$ cat config.mk
export PLATFORM = sky130hd
export DESIGN_NAME = sq_search_ctrl
export DESIGN_NICKNAME = d
export VERILOG_FILES = /design/src/rtl/sq_search_ctrl.sv
export SDC_FILE = /design/constraint.sdc
export NUM_CORES = 1
export LEC_CHECK = 0
export BUFFER_PORTS_ARGS = -buffer_cell sky130_fd_sc_hd__buf_2
export CORE_ASPECT_RATIO = 0.9
export CORE_MARGIN = 2
export CORE_UTILIZATION = 30
export CTS_CLUSTER_SIZE = 10
export DETAILED_ROUTE_END_ITERATION = 12
export PLACE_DENSITY_LB_ADDON = 0.08
export SLEW_MARGIN = 20
export SYNTH_ARGS = -nofsm -noshare
export SYNTH_HDL_FRONTEND = slang
export SYNTH_SLANG_ARGS = --single-unit
$ cat constraint.sdc
create_clock -name clk -period 4.7 [get_ports clk]
set_clock_uncertainty 0.15 [all_clocks]
set_input_delay 0 -clock clk [delete_from_list [all_inputs] [get_ports clk]]
set_output_delay 0 -clock clk [all_outputs]
set_load 0.02 [all_outputs]
$ cat src/rtl/sq_search_ctrl.sv
`timescale 1ns/1ps
module sq_search_ctrl #(
  parameter int MVW   = 9,
  parameter int CW    = 16,
  parameter int RANGE = 128
) (
  input  logic                  clk,
  input  logic                  rst_n,
  input  logic                  start,
  input  logic signed [MVW-1:0] left_x,
  input  logic signed [MVW-1:0] left_y,
  input  logic signed [MVW-1:0] up_x,
  input  logic signed [MVW-1:0] up_y,
  input  logic signed [MVW-1:0] upr_x,
  input  logic signed [MVW-1:0] upr_y,
  input  logic [CW-1:0]         thresh,
  output logic                  cand_valid,
  input  logic                  cand_ready,
  output logic signed [MVW-1:0] cand_x,
  output logic signed [MVW-1:0] cand_y,
  input  logic                  cost_valid,
  input  logic [CW-1:0]         cost,
  output logic                  done,
  output logic signed [MVW-1:0] mv_x,
  output logic signed [MVW-1:0] mv_y,
  output logic [CW-1:0]         mv_cost,
  output logic                  pred_used
);
  localparam int EW = MVW + 2;
  localparam logic signed [EW-1:0] LIM = EW'(RANGE);
  localparam logic [1:0] PH_PRED = 2'd0, PH_COARSE = 2'd1, PH_CONV = 2'd2;

  typedef enum logic [1:0] {S_IDLE, S_ISSUE, S_WAIT, S_EVAL} state_t;
  state_t state;

  logic signed [MVW-1:0] cx, cy, bx, by;
  logic [CW-1:0]         bc;
  logic [3:0]            step, idx;
  logic [1:0]            phase;
  logic                  at_ctr, took_pred;
  logic signed [EW-1:0]  st, dx, dy, px, py;
  logic                  inr;

  function automatic logic signed [MVW-1:0] med3(input logic signed [MVW-1:0] a,
                                                  input logic signed [MVW-1:0] b,
                                                  input logic signed [MVW-1:0] c);
    logic signed [MVW-1:0] lo, hi;
    lo = (a < b) ? a : b;
    hi = (a < b) ? b : a;
    return (c < lo) ? lo : ((c > hi) ? hi : c);
  endfunction

  assign st = EW'(step);

  always_comb begin
    case (idx)
      4'd1, 4'd4, 4'd6: dx = -st;
      4'd3, 4'd5, 4'd8: dx = st;
      default:          dx = '0;
    endcase
    case (idx)
      4'd1, 4'd2, 4'd3: dy = -st;
      4'd6, 4'd7, 4'd8: dy = st;
      default:          dy = '0;
    endcase
    px = EW'(cx) + dx;
    py = EW'(cy) + dy;
  end

  assign inr        = (px >= -LIM) && (px <= LIM) && (py >= -LIM) && (py <= LIM);
  assign cand_valid = (state == S_ISSUE) && (idx != 4'd9) && inr;
  assign cand_x     = px[MVW-1:0];
  assign cand_y     = py[MVW-1:0];

  always_ff @(posedge clk) begin
    if (!rst_n) begin
      state     <= S_IDLE;
      cx        <= '0;
      cy        <= '0;
      bx        <= '0;
      by        <= '0;
      bc        <= '0;
      step      <= 4'd4;
      idx       <= '0;
      phase     <= PH_PRED;
      at_ctr    <= 1'b0;
      took_pred <= 1'b0;
      done      <= 1'b0;
      mv_x      <= '0;
      mv_y      <= '0;
      mv_cost   <= '0;
      pred_used <= 1'b0;
    end else begin
      done <= 1'b0;
      case (state)
        S_IDLE: if (start) begin
          cx        <= med3(left_x, up_x, upr_x);
          cy        <= med3(left_y, up_y, upr_y);
          step      <= 4'd4;
          phase     <= PH_PRED;
          idx       <= '0;
          took_pred <= 1'b0;
          state     <= S_ISSUE;
        end
        S_ISSUE: begin
          if (idx == 4'd9)     state <= S_EVAL;
          else if (!inr)       idx   <= idx + 4'd1;
          else if (cand_ready) state <= S_WAIT;
        end
        S_WAIT: if (cost_valid) begin
          if (idx == 4'd0 || cost < bc) begin
            bx     <= px[MVW-1:0];
            by     <= py[MVW-1:0];
            bc     <= cost;
            at_ctr <= (idx == 4'd0);
          end
          idx   <= idx + 4'd1;
          state <= S_ISSUE;
        end
        S_EVAL: begin
          idx    <= 4'd1;
          at_ctr <= 1'b1;
          state  <= S_ISSUE;
          cx     <= bx;
          cy     <= by;
          case (phase)
            PH_PRED: begin
              if (at_ctr || bc < thresh) begin
                took_pred <= 1'b1;
                step      <= 4'd2;
                phase     <= PH_CONV;
              end else begin
                cx    <= '0;
                cy    <= '0;
                idx   <= '0;
                step  <= 4'd8;
                phase <= PH_COARSE;
              end
            end
            PH_COARSE: if (at_ctr) begin
              step  <= 4'd4;
              phase <= PH_CONV;
            end
            default: begin
              if (step == 4'd1) begin
                state     <= S_IDLE;
                done      <= 1'b1;
                mv_x      <= bx;
                mv_y      <= by;
                mv_cost   <= bc;
                pred_used <= took_pred;
              end else begin
                step <= step >> 1;
              end
            end
          endcase
        end
        default: state <= S_IDLE;
      endcase
    end
  end
endmodule

[Word level (Yosys, flattened, before mapping)]
Cells that the tools add are included.
Storage, ports and cells
  register bits: 102
  input port bits: 91
  output and inout bits: 55
Operators by class
  add/subtract/negate cells: 4
  order comparisons: 12
  equal/unequal tests: 27
  multiplexer cells: 52
  bitwise operators: 3
  reductions and logical operators: 27
Operators with widths (number)
  2-to-1 mux 9 bit: 14
  case mux 11 bit (2 select lines): 2
  < comparator 9 bit: 4
  case mux 9 bit (2 select lines): 2
  < comparator 16 bit: 2
  2-to-1 mux 4 bit: 8
  adder 9 x 11 -> 11 bit: 2
  greater-or-equal comparator 11 x 8 -> 1 bit (second input constant): 2
  less-or-equal comparator 11 x 9 -> 1 bit (second input constant): 2
  AND reduction 4 bit: 5
  > comparator 9 bit: 2
  == test 4 x 3 -> 1 bit (second input constant): 4
  2-to-1 mux 2 bit: 8
  case mux 4 bit (2 select lines): 2
  case mux 4 bit (4 select lines): 1
  inequality test 2 bit (second input constant): 7
  OR reduction 3 bit: 4
  negator 4 -> 11 bit: 1
  2-to-1 mux 1 bit: 10
  AND reduction 3 bit: 3
  == test 4 x 1 -> 1 bit (second input constant): 2
  == test 4 x 2 -> 1 bit (second input constant): 2
  == test 4 bit (second input constant): 2
  inequality test 4 bit (second input constant): 2
  17 further kinds: 32

[Logic depth before layout (Yosys ltp)]
Gate-level depths: netlist of the first run.
  depth after elaboration: 11
  gate-level depth with buffers: 21
  mapped depth without buffers: 19

[Worst setup path before layout of the first run]
No wires, ideal clock.
  path kind: register to register
  start: register idx[0]
  end: register idx[3]
  arrival: 3.980 ns
  slack: 0.456 ns
  stages on the path, launching flop included: 18
  clock period less this slack: 4.244 ns
  cell sequence: dfxtp_1 -> inv_1 -> ha_1 -> nor3b_1 -> nor3_1 -> nor2_1 -> nor2_1 -> ha_1 -> fa_1 -> a21o_1 -> a22oi_1 -> nor2b_1 -> o21ai_1 -> or4b_4 -> a211o_4 -> a221oi_4 -> nor3_1 -> o21a_1
On the way
  cells in the longest elaborated chain, start to end: 10
Ends and longest elaborated chain
  from (decl): RTL line 38  | logic [3:0] step, idx;
  from (signal assigned): RTL line 107  | else if (!inr) idx <= idx + 4'd1;
  from (signal assigned): RTL line 117  | idx <= idx + 4'd1;
  == test 4 bit, or another cell as far along: RTL line 56  | case (idx)
  OR reduction 3 bit: RTL line 56
  case mux 11 bit (2 select lines) (*): RTL line 56
  adder 9 x 11 -> 11 bit (*): RTL line 66  | px = EW'(cx) + dx;
  named net cand_x[6]: RTL line 19  | output logic signed [MVW-1:0] cand_x,
  greater-or-equal comparator 11 x 8 -> 1 bit / less-or-equal comparator 11 x 9 -> 1 bit (equally long branches): RTL line 70  | assign inr = (px >= -LIM) && (px <= LIM) && (py >= -LIM) && (py <= LIM);
  logical AND 1 bit (*) (3 in series): RTL line 70
  inequality test 2 bit (no source line) (*)
  AND reduction 4 bit (no source line) (*)
The timed path passes the listed nets; every way through them passes the cells marked *. The select of a mux whose other input is x is not followed.
A chain may end at the register's enable or synchronous reset.

[Final worst setup path of the first run]
  start: register idx[0]
  end: output port cand_valid
On the way
  cells in the longest elaborated chain, start to end: 9
Ends and longest elaborated chain
  == test 4 bit, or another cell as far along: RTL line 56, 61
  OR reduction 3 bit: RTL line 56
  case mux 11 bit (2 select lines): RTL line 56
  adder 9 x 11 -> 11 bit: RTL line 66
  greater-or-equal comparator 11 x 8 -> 1 bit / less-or-equal comparator 11 x 9 -> 1 bit (equally long branches): RTL line 70
  logical AND 1 bit (3 in series): RTL line 70
  logical AND 1 bit (*): RTL line 71  | assign cand_valid = (state == S_ISSUE) && (idx != 4'd9) && inr;
  to (decl): RTL line 17  | output logic cand_valid,
Every way passes the cells marked *; elsewhere a longest branch is shown, timed or not.

==> results of run 1 <==
logic make-up (layout without fill, tap and decap cells):
family,count (synthesis),count (layout),share of synthesized area (%)
flops,102,102,24.76
buf+inv,132,336,6.084
mux,73,73,8.906
compound gates,285,285,22.71
xor+xnor,12,12,1.275
simple gates,340,340,18.78
fa+ha+maj,114,114,17.48
report_power, final:
part	leakage, nW	switching (W)	internal (W)
sequential	0.827	0.0000498	0.000920
combinational	3.79	0.000850	0.000596
clock	0.156	0.000375	0.000438
total	4.77	0.00128	0.00195
per-stage QoR:
stage | std cells | setup slack, ps
floorplan | 1058 | 455.5
global placement | 1533 | 210.5
detailed placement | 1533 | 134.6
CTS | 1613 | 41.36
global route | 1616 | -5.322
finish | 1616 | 216.9
sequential cells by signal, summed over array words and instances (netlist names), 2 cells and up:
| signal | cells |
|---|---|
| phase | 2 |
| mv_cost | 16 |
| bx | 9 |
| bc | 16 |
| state | 2 |
| by | 9 |
| cy | 9 |
| step | 4 |
| mv_x | 9 |
| mv_y | 9 |
| idx | 4 |
| cx | 9 |
worst max-delay path by stage:
stage,end,slack (ps),cells past startpoint
2_1_floorplan,idx[3],460,17
3_3_place_gp,idx[3],210,17
3_5_place_dp,idx[3],130,17
4_1_cts,cand_valid,40,17
5_1_grt,idx[3],-5,18
6_report,cand_valid,220,18
cells in the mapped netlist, drive strengths merged (7+ instances only):
cell      n
nor3     16
a21oi    98
nand4    13
a31oi    12
mux2i    70
o21ai    47
and3      9
o221ai    9
nor2b     9
a21o     20
xnor2     9
a22oi    11
nand2   177
nor2     62
ha      112
nand2b   14
a211oi    8
clkbuf   40
dfxtp   102
o22ai     7
o211ai   14
inv      85
o21a     10
timing repair:
action | 4_1_cts | 5_1_grt
buffers inserted | 0 | 3
hold buffers | 64 | 0
setup endpoints to repair | 1 | 25
pin swaps | 0 | 4
gates resized for setup | 1 | 21
endpoints found under the hold margin | 34 | 0
metal layers:
metal / GRT usage [%] / share of wire [%]
met5: 0 / 0
met4: 2.772 / 0.80
met3: 2.990 / 4.1
met2: 28.48 / 44
met1: 26.76 / 51
critical path, stage by stage (launching register included):
cell and delay, ps:
sky130_fd_sc_hd__dfxtp_4 380, sky130_fd_sc_hd__inv_1 70, sky130_fd_sc_hd__ha_1 250, sky130_fd_sc_hd__nand2_1 100
sky130_fd_sc_hd__o21a_1 120, sky130_fd_sc_hd__o22ai_1 140, sky130_fd_sc_hd__nor2_1 130, sky130_fd_sc_hd__nor2_1 60
sky130_fd_sc_hd__ha_1 200, sky130_fd_sc_hd__fa_1 410, sky130_fd_sc_hd__a21o_1 230, sky130_fd_sc_hd__a22oi_2 240
sky130_fd_sc_hd__nor2b_4 170, sky130_fd_sc_hd__o21ai_1 90, sky130_fd_sc_hd__or4b_4 500, sky130_fd_sc_hd__a211o_4 400
sky130_fd_sc_hd__a21oi_2 170, sky130_fd_sc_hd__and2_4 180, sky130_fd_sc_hd__buf_2 160
area by class of cell:
type | count | area (um2) | area share (%)
sequential | 102 | 2049 | 19.56
clock buffer | 10 | 239.0 | 2.281
clock inverter | 6 | 76.32 | 0.7284
multi-input combinational | 824 | 5793 | 55.29
inverter | 86 | 322.8 | 3.081
tap | 354 | 442.9 | 4.227
timing repair buffer | 234 | 1554 | 14.83
==> summary.txt, run 1 <==
GRT
  – First-pass GRT wire length: 41750 um
  – Pin count of the biggest net entering global routing: 86
  – Initial antenna violation count: 0
  – Tot GR Track Use: 18.25%
  – Vias in the first global route: 7780
  – Overflow after GRT: 0

Logic synthesis
  – Synth top area cells: sky130_fd_sc_hd__dfxtp_1 (25%), sky130_fd_sc_hd__ha_1 (17%), sky130_fd_sc_hd__mux2i_1 (8.5%)
  – Post-synth top area share: 24.76%
  – Post-Syn Nets: 1263
  – Avg Cell Area, Syn: 7.795 um2
  – Share of the yosys chip area belonging to registers: 24.76%
  – Cell accounting for the most synthesized area: sky130_fd_sc_hd__dfxtp_1
  – Number of warnings reported in the yosys synthesis log: 0
  – Number of unique standard cell types used by synthesis: 70
  – Flip-flop and latch count after synthesis: 102
  – Number of enable-type register cells in the synthesized netlist: 0
  – Ys flop type: sky130_fd_sc_hd__dfxtp_1
  – Ys async rst share: 0%
  – Post-synthesis instance area: 0.008247 mm2
  – Post-synthesis cell count: 1058

STA
  – Slew headroom: 39.84%
  – Total of endpoints with negative setup slack in the final report: 0
  – Final Hold Fails: 0
  – Post-layout minimum cycle time: 4483 ps
  – Max-slew violation count: 0
  – Period Utilization, post-route: 95.38%
  – Slew @ Worst Pin: 902.4 ps
  – Achievable Freq: 0.2231 GHz
  – Final TNS setup: 0 ps
  – Hold WS: 0.6922 ps

Layout
  – Leading cell type in the layout, fill and taps excluded: sky130_fd_sc_hd__nand2_1
  – Final net count: 1462
  – Antenna cells: 0
  – Layout cell share with drive strength beyond 1: 17.75%
  – P&R area growth vs syn: 27.05%
  – Layout Cell Area excl Fill: 0.01048 mm2
  – Top library cells by usage in the layout, fill and taps aside: sky130_fd_sc_hd__nand2_1 (176), sky130_fd_sc_hd__buf_2 (145), sky130_fd_sc_hd__ha_1 (112)
  – Fill cell count: 2840
  – Final design utilization: 38.76%

Placement
  – Port Buffer Count: 145
  – Routability Congestion: 0.8219
  – HPWL after detailed placement: 19620 um
  – Placed inst area: 0.009407 mm2

Power and ir drop
  – Post-route total power: 0.003230 W
  – Worst supply voltage drop on vdd: 0.1756 mV
  – Leakage component of the power: 4.771 nW
  – Power density over cell area: 308.2 mW/mm2

CTS
  – Buffer cell driving the clock tree root: sky130_fd_sc_hd__clkbuf_16
  – Max Root-Sink Buffers: 2
  – TritonCTS clock tree: yes
  – Total clock buffers created by CTS: 9
  – Clock transition at the register clock pins on the worst setup and hold paths after CTS: 70 ps
  – H-tree depth reported by CTS: 3
  – Source-to-sink clock delay at the later pin of the worst-skew pair: 360 ps
  – Total number of clock tree sinks: 102

Detailed routing
  – Number of remaining DRC errors: 0
  – Average wire per standard cell: 15.87 um
  – DR vias: 8041
  – Starting DRT DRC Count: 403
  – Total length of routed wires: 25640 um
  – Antenna-violating nets left: 0
  – Drt via density: 4.976
  – First drt pass iteration count: 4

Die
  – Y dimension of the die: 161.3 um
  – I/O pin count: 146
  – Core Footprint: 0.02703 mm2
  – Initial core utilization: 30.51%
  – Die Outline Area: 0.02883 mm2
  – Site row count: 57
  – Die width: 178.8 um

Min path
  – Number of cells on the worst hold path: 5
  – Hold Crit Endpoint: cx[7]
  – Hold Path Origin: left_x[7]
  – Type of the tightest min-delay check: input pin to flop

Critical path
  – Endpoint type of the worst setup path: output pin
  – Worst reg-to-reg setup slack: 250 ps
  – Data required time of the worst path: 4550 ps
  – Worst setup path start: idx[0]
  – Arrival time of data at the critical path endpoint: 4330 ps
  – Category of the most critical setup path: flop to output pin
  – Path depth of the worst reg2reg path: 18
  – Reg2Reg Launch Point: idx[0]
  – CP Max Fanout: 6
  – Capturing point of the worst reg2reg path: idx[3]
  – Type of element launching the critical path: flop

Run status
  – Outcome: finished, final reports clean

Run
  – Maximum Capacitance Violations: 0
Power figures use the tool's default switching activity.
==> run 2, diff against run 1 <==
Clock period 4.7 ns to 5 ns, I/O delays scaled along.
==> run 2 against run 1 <==
Critical path depth increased by 5. Total power shrank 4.6%. Register-to-register slack improved by 270 ps. Flip-flop and latch count is the same. Count of clock-buffer cells in the layout did not move. Wire length shrank 0.92%. Cell area down 1.3%. Setup slack better by 17 ps. Utilization down 0.50 points. Critical endpoint is now cy[7]. Largest cell class unchanged. Highest routed layer unchanged.
==> summary.txt, run 2 (synthesis results as in run 1) <==
Run status
  – Outcome: finished, final reports clean

Power and ir drop
  – Power density over cell area: 297.9 mW/mm2 (-3.3%)
  – Sequential share of power: 29.6% (-0.4 points)
  – Worst supply voltage drop on vdd: 0.2127 mV (+21%)
  – Internal power: 0.001894 W (-3.1%)
  – Clk pwr share: 25.8% (+0.6 points)
  – Post-route total power: 0.003081 W (-4.6%)
  – Leakage component of the power: 4.690 nW (-1.7%)
  – Combinational Power Share: 44.6% (-0.2 points)
  – Net load switching power: 0.001187 W (-7.0%)
  – Switching part of the total: 38.52% (-0.97 points)

Layout
  – P&R area growth vs syn: 25.40%
  – Final net count: 1447 (-1.0%)
  – Layout cell share with drive strength beyond 1: 17.00% (-0.75 points)
  – Antenna cells: 0 (unchanged)
  – Registers with the most flip-flops: bc: 16 flops, mv_cost: 16 flops
  – Top library cells by usage in the layout, fill and taps aside: sky130_fd_sc_hd__nand2_1 (176), sky130_fd_sc_hd__buf_2 (145), sky130_fd_sc_hd__ha_1 (112)
  – Leading cell type in the layout, fill and taps excluded: sky130_fd_sc_hd__nand2_1

Critical path
  – Reg2Reg Launch Point: idx[0]
  – Data required time of the worst path: 5100 ps (+550 ps)
  – Endpoint type of the worst setup path: flop
  – CP Max Fanout: 16 (+10)
  – Arrival time of data at the critical path endpoint: 4870 ps (+540 ps)
  – Category of the most critical setup path: input pin to flop
  – Type of element launching the critical path: input pin
  – Worst setup path start: left_y[4]

GRT
  – First-pass GRT wire length: 41770 um (about the same)
  – Vias in the first global route: 7969 (+2.4%)
  – Tot GR Track Use: 18.24% (about the same)
  – Initial antenna violation count: 0 (unchanged)
  – Overflow after GRT: 0 (unchanged)
  – Pin count of the biggest net entering global routing: 86 (unchanged)

CTS
  – Clock transition at the register clock pins on the worst setup and hold paths after CTS: 70 ps (about the same)
  – Total number of clock tree sinks: 102 (unchanged)
  – Max Root-Sink Buffers: 2 (unchanged)
  – H-tree depth reported by CTS: 3 (unchanged)
  – TritonCTS clock tree: yes
  – Buffer cell driving the clock tree root: sky130_fd_sc_hd__clkbuf_16
  – Total clock buffers created by CTS: 9 (unchanged)
  – Source-to-sink clock delay at the later pin of the worst-skew pair: 360 ps (about the same)

STA
  – Period Utilization, post-route: 95.33%
  – Final worst-path setup slack: 233.4 ps (+16.50 ps)
  – Slew headroom: 40.58% (+0.74 points)
  – Post-layout minimum cycle time: 4767 ps
  – Achievable Freq: 0.2098 GHz
  – Final Hold Fails: 0 (unchanged)
  – Max-slew violation count: 0 (unchanged)
  – Slew @ Worst Pin: 891.3 ps (-11.10 ps)
  – Total of endpoints with negative setup slack in the final report: 0 (unchanged)

Detailed routing
  – Total length of routed wires: 25410 um (-0.92%)
  – Drt via density: 5.006 (+0.61%)
  – DR vias: 8015 (-0.32%)
  – First drt pass iteration count: 5 (+1)
  – Number of remaining DRC errors: 0 (unchanged)
  – Average wire per standard cell: 15.87 um (about the same)
  – Starting DRT DRC Count: 457 (+13%)
  – Antenna-violating nets left: 0 (unchanged)

Die
  – Die width: 178.8 um (unchanged)
  – Core Footprint: 0.02703 mm2 (unchanged)
  – Initial core utilization: 30.51% (unchanged)
  – I/O pin count: 146 (unchanged)
  – Y dimension of the die: 161.3 um (unchanged)
  – Die Outline Area: 0.02883 mm2 (unchanged)
  – Site row count: 57 (unchanged)

Placement
  – Post-Place Worst Slack: 367.1 ps (+232.5 ps)
  – Routability Congestion: 0.8169 (-0.61%)
  – Port Buffer Count: 145 (unchanged)
  – HPWL after detailed placement: 19690 um (+0.35%)

Min path
  – Hold Path Origin: left_x[7]
  – Type of the tightest min-delay check: input pin to flop

Run
  – Maximum Capacitance Violations: 0 (unchanged)
run 2: changes by cell type in the layout (fill, tap and decap cells not counted), sizes merged:
cell	before	now
dlygate4sd3	64	55
buf	170	164
inv	89	86
bufinv	1	2
clkinv	2	3
clkinvlp	0	1
run 2: area by class of cell:
cell class                 instances  area [um2]
clock buffer                      10       239.0
clock inverter                     6       93.84
fill                            2872       16690
inverter                          86       324.1
multi-input combinational        824        5777
sequential                       102        2042
tap                              354       442.9
timing repair buffer             219        1423
run 2: worst paths after layout:
path / slack, ps / to / cells past startpoint
max: 230 / cy[7] / 23
min: 10 / cx[7] / 5
max reg2reg: 520 / idx[0] / 17
min reg2reg: 300 / mv_y[4] / 2
run 2: metal layers:
layer	up-vias	GRT usage (%)	routed length (um)
li1	4155	-	-
met1	3700	25.74	13000
met2	140	29.17	11090
met3	20	3.154	1015
met4	0	3.622	298
met5	-	0	0
run 2: critical path: stages:
cell and delay [ps]:
sky130_fd_sc_hd__dlygate4sd3_1 530, sky130_fd_sc_hd__buf_2 150, sky130_fd_sc_hd__ha_1 310, sky130_fd_sc_hd__a211oi_1 250, sky130_fd_sc_hd__nor2_1 110, sky130_fd_sc_hd__a211o_1 280, sky130_fd_sc_hd__a21o_1 220, sky130_fd_sc_hd__nand2_4 140
sky130_fd_sc_hd__buf_6 190, sky130_fd_sc_hd__nor2_1 50, sky130_fd_sc_hd__a21oi_1 130, sky130_fd_sc_hd__ha_1 260, sky130_fd_sc_hd__a21o_1 180, sky130_fd_sc_hd__nand3_1 70, sky130_fd_sc_hd__a31oi_1 110, sky130_fd_sc_hd__o21ai_0 230
sky130_fd_sc_hd__a31o_2 250, sky130_fd_sc_hd__and3_1 230, sky130_fd_sc_hd__nor3_2 60, sky130_fd_sc_hd__buf_4 170, sky130_fd_sc_hd__o221ai_1 260, sky130_fd_sc_hd__a21oi_1 100, sky130_fd_sc_hd__dlygate4sd3_1 560
run 2: timing repair:
item / CTS / global route
setup buffers: 0 / 1
endpoints found under the setup margin: 0 / 17
resized for setup: 0 / 15
hold endpoints to repair: 34 / 0
hold buffers: 55 / 0
run 2: through the flow:
step           cell area (um2)  hold slack [ps]  instances  utilization, %  setup TNS [ps]
5_1_grt                  10340            49.09       1601           38.26          -1.084
3_5_place_dp              9376            123.5       1529           34.69               0
4_1_cts                  10260            19.40       1600           37.96               0
2_1_floorplan             8247           -7.898       1058               -               0
3_3_place_gp              9369            120.1       1528           34.66               0
6_report                 10340            12.26       1601           38.26               0
run 2: power by group through the flow:
| stage | clock (W) | combinational (W) | sequential (W) |
|---|---|---|---|
| 4_1_cts | 0.000824 | 0.00135 | 0.000913 |
| 2_1_floorplan | 0 | 0.000889 | 0.000912 |
| 6_report | 0.000795 | 0.00137 | 0.000913 |
| 3_5_place_dp | 0 | 0.00127 | 0.000931 |
| 5_1_grt | 0.000858 | 0.00153 | 0.000922 |
| 3_3_place_gp | 0 | 0.00129 | 0.000932 |
